[src/rtl/bootLockPkg.sv]
package bootLockPkg;

  typedef enum logic [1:0] {
    OP_BLK_ERASE  = 2'd0,
    OP_CHIP_ERASE = 2'd1,
    OP_WORD_WRITE = 2'd2,
    OP_NONE       = 2'd3
  } opKind_e;

  // Lock-state updates from control to datapath, applied at the next edge.
  typedef struct packed {
    logic setBlk;
    logic setPerm;
    logic clrAll;
  } lockStrobe_t;

endpackage

[src/rtl/blockDecode.sv]
module blockDecode #(
  parameter int ADDR_W  = 20,
  parameter int BIG_W   = 15,
  parameter int SMALL_W = 12,
  parameter int IDX_W   = 6
) (
  input  logic [ADDR_W-1:0] addr,
  output logic [IDX_W-1:0]  blkIdx,
  output logic [1:0]        offLow,
  output logic              offHiZero
);
  localparam int HI_W      = ADDR_W - BIG_W;
  localparam int SUB_W     = BIG_W - SMALL_W;
  localparam int NUM_SMALL = 1 << SUB_W;
  localparam int NUM_BIG   = (1 << HI_W) - 1;

  logic [HI_W-1:0]  hiField;
  logic [SUB_W-1:0] subField;

  assign hiField  = addr[ADDR_W-1:BIG_W];
  assign subField = addr[BIG_W-1:SMALL_W];
  assign offLow   = addr[1:0];

  // The top big-block slot is split into small blocks counted downward.
  always_comb begin
    if (&hiField) begin
      blkIdx    = IDX_W'(NUM_SMALL - 1) - IDX_W'(subField);
      offHiZero = (addr[SMALL_W-1:2] == '0);
    end else begin
      blkIdx    = IDX_W'(NUM_SMALL + NUM_BIG - 1) - IDX_W'(hiField);
      offHiZero = (addr[BIG_W-1:2] == '0);
    end
  end
endmodule

[src/rtl/lockCtrl.sv]
module lockCtrl
  import bootLockPkg::*;
(
  input  logic        clk,
  input  logic        rstN,
  input  logic        opValid,
  input  logic [1:0]  opCode,
  input  logic        setBlkStb,
  input  logic        setPermStb,
  input  logic        clrAllStb,
  input  logic        effLockTgt,
  input  logic        anyEffLock,
  input  logic        permLock,
  output lockStrobe_t strobe,
  output logic        opAllow,
  output logic        opDeny,
  output logic        lockDeny
);
  opKind_e opKind;
  logic    opReq;
  logic    opBlocked;
  logic    allowNext;
  logic    denyNext;
  logic    lockDenyNext;

  assign opKind = opKind_e'(opCode);
  assign opReq  = opValid && (opKind != OP_NONE);

  always_comb begin
    case (opKind)
      OP_CHIP_ERASE: opBlocked = anyEffLock;
      default:       opBlocked = effLockTgt;
    endcase
    allowNext = opReq && !opBlocked;
    denyNext  = opReq && opBlocked;
  end

  // Single winner among lock strobes: permanent, then set, then clear.
  always_comb begin
    strobe       = '0;
    lockDenyNext = 1'b0;
    if (setPermStb) begin
      strobe.setPerm = 1'b1;
    end else if (setBlkStb) begin
      if (permLock) lockDenyNext = 1'b1;
      else          strobe.setBlk = 1'b1;
    end else if (clrAllStb) begin
      if (permLock) lockDenyNext = 1'b1;
      else          strobe.clrAll = 1'b1;
    end
  end

  always_ff @(posedge clk) begin
    if (!rstN) begin
      opAllow  <= 1'b0;
      opDeny   <= 1'b0;
      lockDeny <= 1'b0;
    end else begin
      opAllow  <= allowNext;
      opDeny   <= denyNext;
      lockDeny <= lockDenyNext;
    end
  end
endmodule

[src/rtl/lockDatapath.sv]
module lockDatapath
  import bootLockPkg::*;
#(
  parameter int          NUM_BLK   = 39,
  parameter int          NUM_BOOT  = 2,
  parameter int          IDX_W     = 6,
  parameter logic [63:0] LOCK_INIT = 64'h0,
  parameter logic        PERM_INIT = 1'b0,
  parameter logic [15:0] MFR_CODE  = 16'h005A,
  parameter logic [15:0] DEV_CODE  = 16'h1C3E
) (
  input  logic               clk,
  input  logic               rstN,
  input  lockStrobe_t        strobe,
  input  logic [IDX_W-1:0]   blkIdx,
  input  logic               wpN,
  input  logic               idMode,
  input  logic [1:0]         offLow,
  input  logic               offHiZero,
  output logic [NUM_BLK-1:0] lockBits,
  output logic               permLock,
  output logic               effLockTgt,
  output logic               anyEffLock,
  output logic [15:0]        idData
);
  logic [NUM_BLK-1:0] effLock;
  logic               bottomBlk;

  for (genvar i = 0; i < NUM_BLK; i++) begin : gLock
    always_ff @(posedge clk) begin
      if (!rstN)                                         lockBits[i] <= LOCK_INIT[i];
      else if (strobe.clrAll)                            lockBits[i] <= 1'b0;
      else if (strobe.setBlk && blkIdx == IDX_W'(i))     lockBits[i] <= 1'b1;
    end
    if (i < NUM_BOOT) begin : gBoot
      assign effLock[i] = lockBits[i] | ~wpN;
    end else begin : gPlain
      assign effLock[i] = lockBits[i];
    end
  end

  always_ff @(posedge clk) begin
    if (!rstN)              permLock <= PERM_INIT;
    else if (strobe.setPerm) permLock <= 1'b1;
  end

  assign effLockTgt = effLock[blkIdx];
  assign anyEffLock = |effLock;
  assign bottomBlk  = (blkIdx == IDX_W'(NUM_BLK - 1));

  always_comb begin
    idData = '0;
    if (idMode && offHiZero) begin
      case (offLow)
        2'd2: idData = {15'd0, effLockTgt};
        2'd0: if (bottomBlk) idData = MFR_CODE;
        2'd1: if (bottomBlk) idData = DEV_CODE;
        2'd3: if (bottomBlk) idData = {15'd0, permLock};
        default: idData = '0;
      endcase
    end
  end
endmodule

[src/rtl/bootLockGuard.sv]
module bootLockGuard
  import bootLockPkg::*;
#(
  parameter int          ADDR_W    = 20,
  parameter int          BIG_W     = 15,
  parameter int          SMALL_W   = 12,
  parameter int          NUM_BOOT  = 2,
  parameter logic [63:0] LOCK_INIT = 64'h0,
  parameter logic        PERM_INIT = 1'b0,
  parameter logic [15:0] MFR_CODE  = 16'h005A,
  parameter logic [15:0] DEV_CODE  = 16'h1C3E,
  localparam int NUM_BLK = (1 << (BIG_W - SMALL_W)) + (1 << (ADDR_W - BIG_W)) - 1,
  localparam int IDX_W   = $clog2(NUM_BLK)
) (
  input  logic              clk,
  input  logic              rstN,
  input  logic [ADDR_W-1:0] addr,
  input  logic              opValid,
  input  logic [1:0]        opCode,
  input  logic              wpN,
  input  logic              setBlkStb,
  input  logic              setPermStb,
  input  logic              clrAllStb,
  input  logic              idMode,
  output logic [IDX_W-1:0]  blkIdx,
  output logic              opAllow,
  output logic              opDeny,
  output logic              lockDeny,
  output logic [15:0]       idData
);
  lockStrobe_t        strobe;
  logic [1:0]         offLow;
  logic               offHiZero;
  logic [NUM_BLK-1:0] lockBits;
  logic               permLock;
  logic               effLockTgt;
  logic               anyEffLock;

  blockDecode #(
    .ADDR_W(ADDR_W), .BIG_W(BIG_W), .SMALL_W(SMALL_W), .IDX_W(IDX_W)
  ) uDecode (
    .addr(addr), .blkIdx(blkIdx), .offLow(offLow), .offHiZero(offHiZero)
  );

  lockCtrl uCtrl (
    .clk(clk), .rstN(rstN), .opValid(opValid), .opCode(opCode),
    .setBlkStb(setBlkStb), .setPermStb(setPermStb), .clrAllStb(clrAllStb),
    .effLockTgt(effLockTgt), .anyEffLock(anyEffLock), .permLock(permLock),
    .strobe(strobe), .opAllow(opAllow), .opDeny(opDeny), .lockDeny(lockDeny)
  );

  lockDatapath #(
    .NUM_BLK(NUM_BLK), .NUM_BOOT(NUM_BOOT), .IDX_W(IDX_W),
    .LOCK_INIT(LOCK_INIT), .PERM_INIT(PERM_INIT),
    .MFR_CODE(MFR_CODE), .DEV_CODE(DEV_CODE)
  ) uData (
    .clk(clk), .rstN(rstN), .strobe(strobe), .blkIdx(blkIdx), .wpN(wpN),
    .idMode(idMode), .offLow(offLow), .offHiZero(offHiZero),
    .lockBits(lockBits), .permLock(permLock), .effLockTgt(effLockTgt),
    .anyEffLock(anyEffLock), .idData(idData)
  );
endmodule

[config.mk]
export PLATFORM = sky130hd
export DESIGN_NAME = bootLockGuard
export DESIGN_NICKNAME = d
export VERILOG_FILES = /design/src/rtl/bootLockPkg.sv /design/src/rtl/blockDecode.sv /design/src/rtl/lockCtrl.sv /design/src/rtl/lockDatapath.sv /design/src/rtl/bootLockGuard.sv
export SDC_FILE = /design/constraint.sdc
export NUM_CORES = 1
export LEC_CHECK = 0
export BUFFER_PORTS_ARGS = -buffer_cell sky130_fd_sc_hd__buf_2
export CAP_MARGIN = 20
export CORE_UTILIZATION = 45
export CTS_BUF_LIST = sky130_fd_sc_hd__clkbuf_4 sky130_fd_sc_hd__clkbuf_8
export DETAILED_ROUTE_END_ITERATION = 8
export GPL_TIMING_DRIVEN = 1
export PLACE_DENSITY = 0.69
export SYNTH_ARGS = -nofsm -noshare
export SYNTH_HDL_FRONTEND = slang
export SYNTH_SLANG_ARGS = --single-unit
[constraint.sdc]
create_clock -name clk -period 3.9 [get_ports clk]
set_clock_uncertainty 0.05 [all_clocks]
set_input_delay 0.585 -clock clk [delete_from_list [all_inputs] [get_ports clk]]
set_output_delay 0.585 -clock clk [all_outputs]
set_load 0.005 [all_outputs]
==> summary.txt, run 1 <==
Setup path
  • Reg-to-reg endpoint: uCtrl.opDeny
  • Crit start category: input pin
  • Crit end category: output port
  • CP required: 3260 ps
  • FF-to-FF setup slack: 1990 ps
  • Launching point of the worst reg2reg path: uData.lockBits[32]
  • Crit. Startpoint: addr[16]
  • CP Class: input pin to output port
  • Arr. time, crit path: 3070 ps
  • Critical-path maximum fanout: 17
  • Cells on worst reg2reg path: 8

Drt
  • DRC errors left: 0
  • DRT antenna net count: 0
  • Post-Route WL: 6410 um
  • First-pass iteration count of the detailed router: 4
  • Routed vias: 2,301
  • Vias per cell: 5.60
  • Routed length per placed instance: 15.6 um
  • Initial drt markers: 132

Global routing
  • GRT met1 Usage: 32.0%
  • GRT busiest layer: met2
  • Initial antenna violation count: 0
  • Vias in the first global route: 2,067
  • First-pass GRT wire length: 10,200 um
  • Grt met2 use: 40.4%
  • GR Layer Usage met3: 5.28%
  • Global route overflow: 0
  • Overall routing resource usage: 24.8%
  • Largest net degree at the start of global routing: 40

Min path
  • Hold Crit Depth: 2
  • Min-delay worst type: input pin to register
  • Hold Crit Start: setPermStb
  • Worst hold endpoint: uCtrl.lockDeny

Clocking
  • Worst skew pair latency: 300 ps
  • Hold_buf cts: 0
  • Clock sinks: 43
  • CTS clk-pin slew, worst paths: 80 ps
  • Largest buffer count on any clock path: 2
  • CTS tree: yes
  • H-Tree Depth: 2
  • Cts bufs inserted: 5
  • Root Driver: clkbuf_8
  • Post-CTS setup buffers: 0

Logic synthesis
  • Post-synth EDFFs: 0
  • Seq cells post-synth: 43
  • Fraction of synthesis flops using an asynchronous set or reset pin: 0%
  • Synth Warn #: 0
  • Largest cells by area after synthesis: dfxtp_1 (37%), a21oi_1 (9.2%), nor2_1 (9.0%)
  • Post-synthesis sequential area ratio: 36.8%
  • Distinct cells, synth: 49
  • Yosys top cell area share: 36.8%
  • Cell count after synthesis: 299
  • Post-synth top area cell: dfxtp_1
  • Main synth FF type: dfxtp_1
  • Mapped Avg Cell Area: 7.82 um^2
  • Mapped cell area: about 2300 um^2

Cells and area
  • # diodes: 0
  • Most frequent cells in the layout: nor2_1 (56), buf_2 (48), a21oi_1 (43), dfxtp_1 (43), nand2_1 (17)
  • Layout Area Growth over Synthesis: 15.1%
  • Layout cells sized above 1: 23.5%
  • Fin nets: 374
  • Most common cell after layout, fill and taps aside: nor2_1

Placed design
  • GPL Wtd Cong: 0.939
  • Port-buffer cells: 48
  • Post-DP HPWL: about 4700 um

Pwr
  • Cell leakage power: between 1 and 1.5 nW
  • Max VDD drop: 0.000252 V
  • Pwr Density: 334 nW/um^2

STA
  • RSZ-0062 raised after global routing: no
  • Fmax: 0.270 GHz
  • Total negative slack: 0 ps
  • Final setup vio count: 0
  • Slew @ Worst Pin: 652 ps
  • Worst hold margin: 400 ps
  • Max-slew headroom: 56.2%
  • Final Hold Vio Count: 0
  • Pins Over Slew Limit: 0
  • Crit path time final: 3710 ps
  • Final worst-path cycle share: 95.1%

Floorplanning
  • Die W: 74.1 um
  • Core ar.: roughly 4800 um^2
  • Row cnt: 25
  • Die area: 5490 um^2
  • Io pins: 55
  • Die Height: 74.1 um
  • Initial core utilization: 48.2%

Run status
  • Run status: finished clean

Flow run
  • Max-cap violations: 0
-- layout make-up --
cell class	instances	area (um^2)
timing repair buffer	58	315
tap	67	83.8
clock buffer	5	68.8
sequential	43	861
clock inverter	3	20.0
multi-input combinational	223	1290
fill	460	2160
inverter	12	52.6
-- state kept, by name, indices dropped and copies added, names as in the netlist --
signal          flops
uData.permLock      1
uData.lockBits     39
uCtrl.lockDeny      1
uCtrl.opDeny        1
uCtrl.opAllow       1
-- report_power, final --
part	switching (mW)	internal, mW	total, mW	leakage [nW]
Sequential	0.00272	0.443	0.446	0.347
Clock	0.153	0.124	0.277	0.0402
Combinational	0.109	0.0664	0.176	0.731
Total	0.265	0.634	0.899	1.12
-- stage by stage --
step | area [um^2] | cells | util [%] | setup WS (ps) | total power [mW]
2_1_floorplan | 2360 | 304 | - | 541 | 0.566
3_3_place_gp | 2580 | 403 | 53.2 | 171 | 0.622
3_5_place_dp | 2580 | 403 | 53.2 | 162 | 0.622
4_1_cts | 2670 | 411 | 55.0 | 162 | 0.897
5_1_grt | 2690 | 411 | 55.5 | 17.6 | 0.940
6_report | 2690 | 411 | 55.5 | 191 | 0.899
-- per-layer routing --
metal,vias to the layer above,share of wire (%),routed length (um)
met4,0,1.5,97
met2,94,45,2870
met1,1055,47,3000
met3,9,6.9,445
met5,-,0,0
li1,1143,-,-
-- worst max-delay path by stage --
stage	end	slack [ps]	depth (start not counted)
floorplan	idData[0]	540	12
global placement	idData[0]	170	11
detailed placement	idData[0]	160	12
CTS	idData[0]	160	12
global route	idData[0]	20	12
finish	idData[0]	190	12
-- cell usage after synthesis, types with 2 or more instances --
master / count
nor3_1: 7
or3_1: 3
clkbuf_1: 7
inv_1: 10
a311oi_1: 2
buf_4: 14
dfxtp_1: 43
nand3_1: 7
a2111oi_0: 2
or4_1: 2
nor2b_1: 5
mux2i_1: 8
buf_6: 2
o21ai_0: 3
nand2_1: 17
a211oi_1: 5
a21oi_1: 43
a32oi_1: 2
o2111ai_1: 3
and3_1: 3
nor3b_1: 2
nor4_1: 16
nand4_1: 7
mux2_2: 2
nor2_1: 56
buf_2: 2
nand2b_1: 4
-- cell families (layout without fill, tap and decap cells) --
group / after synthesis / in the layout / share of synthesized area (%)
other: 1 / 6 / 0.160
DFF: 43 / 43 / 36.8
and+or+nand+nor: 133 / 133 / 27.8
buffers and inverters: 38 / 78 / 9.84
AOI/OAI and AO/OA: 69 / 69 / 18.1
adders and majority gates: 1 / 1 / 0.535
xor gates and xnor gates: 2 / 2 / 0.749
muxes: 12 / 12 / 5.99
-- what timing repair did --
item                                    in CTS  in global routing
resized for setup                            0                  5
hold endpoints to repair                     0                  0
endpoints found under the setup margin       0                  1
-- critical path, stage by stage --
cell and delay [ps]:
buf_2 120, ha_2 220, and4_4 230, a21o_2 310
inv_8 150, mux4_2 500, or3_1 350, nand4_1 180
nor4_4 70, a21oi_1 160, nor3b_1 60, buf_2 130
Power figures use the tool's default switching activity.
==> inputs of run 2 (changes only) <==
==> constraint.sdc (replaced) <==
create_clock -name clk -period 3.9 [get_ports clk]
set_clock_uncertainty 0.05 [all_clocks]
set_input_delay 0.585 -clock clk [delete_from_list [all_inputs] [get_ports clk]]
set_output_delay 0.585 -clock clk [all_outputs]
set_load 0.01 [all_outputs]
==> summary.txt, run 2 (synthesized netlist as in run 1, its figures left out) <==
Global routing
  • GRT busiest layer: met2
  • Overall routing resource usage: ~25%
  • GRT met1 Usage: 32.3%
  • Grt met2 use: around two fifths
  • Largest net degree at the start of global routing: 40
  • Global route overflow: 0
  • Vias in the first global route: 2,059
  • Initial antenna violation count: 0
  • GR Layer Usage met3: 6.10%
  • First-pass GRT wire length: approximately 10,000 um

Drt
  • Post-Route WL: 6330 um
  • First-pass iteration count of the detailed router: 4
  • Routed length per placed instance: 15.4 um
  • Routed vias: 2,336
  • Initial drt markers: ~170
  • Vias per cell: 5.67
  • DRT antenna net count: 0
  • DRC errors left: 0

Cells and area
  • Layout cells sized above 1: 23.2%
  • Layout Area Growth over Synthesis: 16.1%
  • Most common cell after layout, fill and taps aside: nor2_1
  • Final instance area: 2710 um^2
  • Fillers: 492
  • Number of flip-flops in the largest register: 39
  • Most frequent cells in the layout: nor2_1 (56), buf_2 (48), a21oi_1 (43), dfxtp_1 (43), nand2_1 (17)
  • Largest Register: uData.lockBits
  • Fin nets: 375
  • # diodes: 0

STA
  • Total negative slack: 0 ps
  • Crit path time final: between 3000 and 4000 ps
  • Fmax: 0.272 GHz
  • Slew @ Worst Pin: 648 ps
  • Final worst-path cycle share: 94.3%
  • Pins Over Slew Limit: 0
  • Final setup vio count: 0
  • Final Hold Vio Count: 0
  • Max-slew headroom: 56.7%
  • RSZ-0062 raised after global routing: no

Floorplanning
  • Core ar.: between 4000 and 5000 um^2
  • Die area: 5490 um^2
  • Row cnt: 25
  • Io pins: 55
  • Die Height: approximately 74 um
  • Die W: 74.1 um
  • Initial core utilization: approximately 48%

Pwr
  • Cell leakage power: 1.14 nW
  • Pwr Density: 358 nW/um^2
  • Max VDD drop: 0.000255 V

Clocking
  • Clock sinks: 43
  • Cts bufs inserted: 5
  • Root Driver: clkbuf_8
  • CTS clk-pin slew, worst paths: 90 ps
  • CTS tree: yes
  • Hold_buf cts: 0
  • H-Tree Depth: 2
  • Worst skew pair latency: 310 ps
  • Largest buffer count on any clock path: 2

Setup path
  • Crit end category: output port
  • Arr. time, crit path: 3040 ps
  • Crit start category: input pin
  • CP Class: input pin to output port
  • Critical-path maximum fanout: 13
  • CP required: around 3300 ps

Placed design
  • GPL Wtd Cong: 0.919
  • Post-DP Area: 2580 um^2
  • Port-buffer cells: 48
  • Post-DP HPWL: 4670 um

Flow run
  • Max-cap violations: 0

Run status
  • Run status: finished clean

Min path
  • Min-delay worst type: input pin to register
run 2: cell count changes in the layout (fill, tap and decap cells not counted):
cell        before  now
clkinvlp_4       2    0
a41oi_2          1    0
bufinv_16        0    1
buf_4           10   11
clkinv_4         0    1
a41oi_1          0    1
ha_2             1    0
ha_1             0    1
run 2: worst max-delay path, cell delays in order:
cell,delay [ps]
buf_2,110
ha_1,230
and4_4,290
mux2_4,340
inv_2,180
mux4_2,210
or3_1,90
nand4_1,160
nor4_4,370
a21oi_1,110
nor3b_1,190
buf_2,160
run 2: report_power, final:
part | switching, mW | total (mW) | leakage [nW] | internal (mW)
sequential | 0.00275 | 0.446 | 0.347 | 0.443
combinational | 0.112 | 0.179 | 0.737 | 0.0665
clock | 0.156 | 0.347 | 0.0581 | 0.191
total | 0.271 | 0.971 | 1.14 | 0.700
run 2: repair_timing:
| action | 4_1_cts | 5_1_grt |
|---|---|---|
| setup buffers | 0 | 1 |
| gates resized for setup | 0 | 3 |
| endpoints found under the setup margin | 0 | 1 |
run 2: per-stage QoR:
step / total power [mW] / hold WS [ps] / worst slack, ps / std cells / utilization (%)
5_1_grt: 1.01 / 401 / 53.6 / 412 / 56.0
3_5_place_dp: 0.625 / 404 / 206 / 403 / 53.2
4_1_cts: 0.969 / 393 / 201 / 411 / 55.5
6_report: 0.971 / 393 / 223 / 412 / 56.0
3_3_place_gp: 0.624 / 402 / 226 / 403 / 53.2
2_1_floorplan: 0.571 / 378 / 507 / 304 / -
run 2: area by class of cell:
cell class / count / area [um^2] / area share (%)
Multi-Input combinational cell: 223 / 1280 / 47.2
Sequential cell: 43 / 861 / 31.7
Timing Repair Buffer: 59 / 323 / 11.9
Tap cell: 67 / 83.8 / 3.09
Clock buffer: 5 / 68.8 / 2.54
Inverter: 12 / 52.6 / 1.94
Clock inverter: 3 / 43.8 / 1.61
run 2: worst paths after layout:
kind / from / end / slack, ps / cells after the start
setup / recovery: addr[16] / idData[0] / 220 / 12
hold / removal: setPermStb / uCtrl.lockDeny / 390 / 2
setup reg to reg: uData.lockBits[1] / uCtrl.opDeny / 1940 / 8
hold reg to reg: uData.permLock / uCtrl.lockDeny / 420 / 2
run 2: layer usage:
| metal | up-vias | part of all wire (%) |
|---|---|---|
| li1 | 1151 | - |
| met1 | 1064 | 45 |
| met2 | 110 | 44 |
| met3 | 11 | 8.9 |
| met4 | 0 | 1.9 |
| met5 | - | 0 |
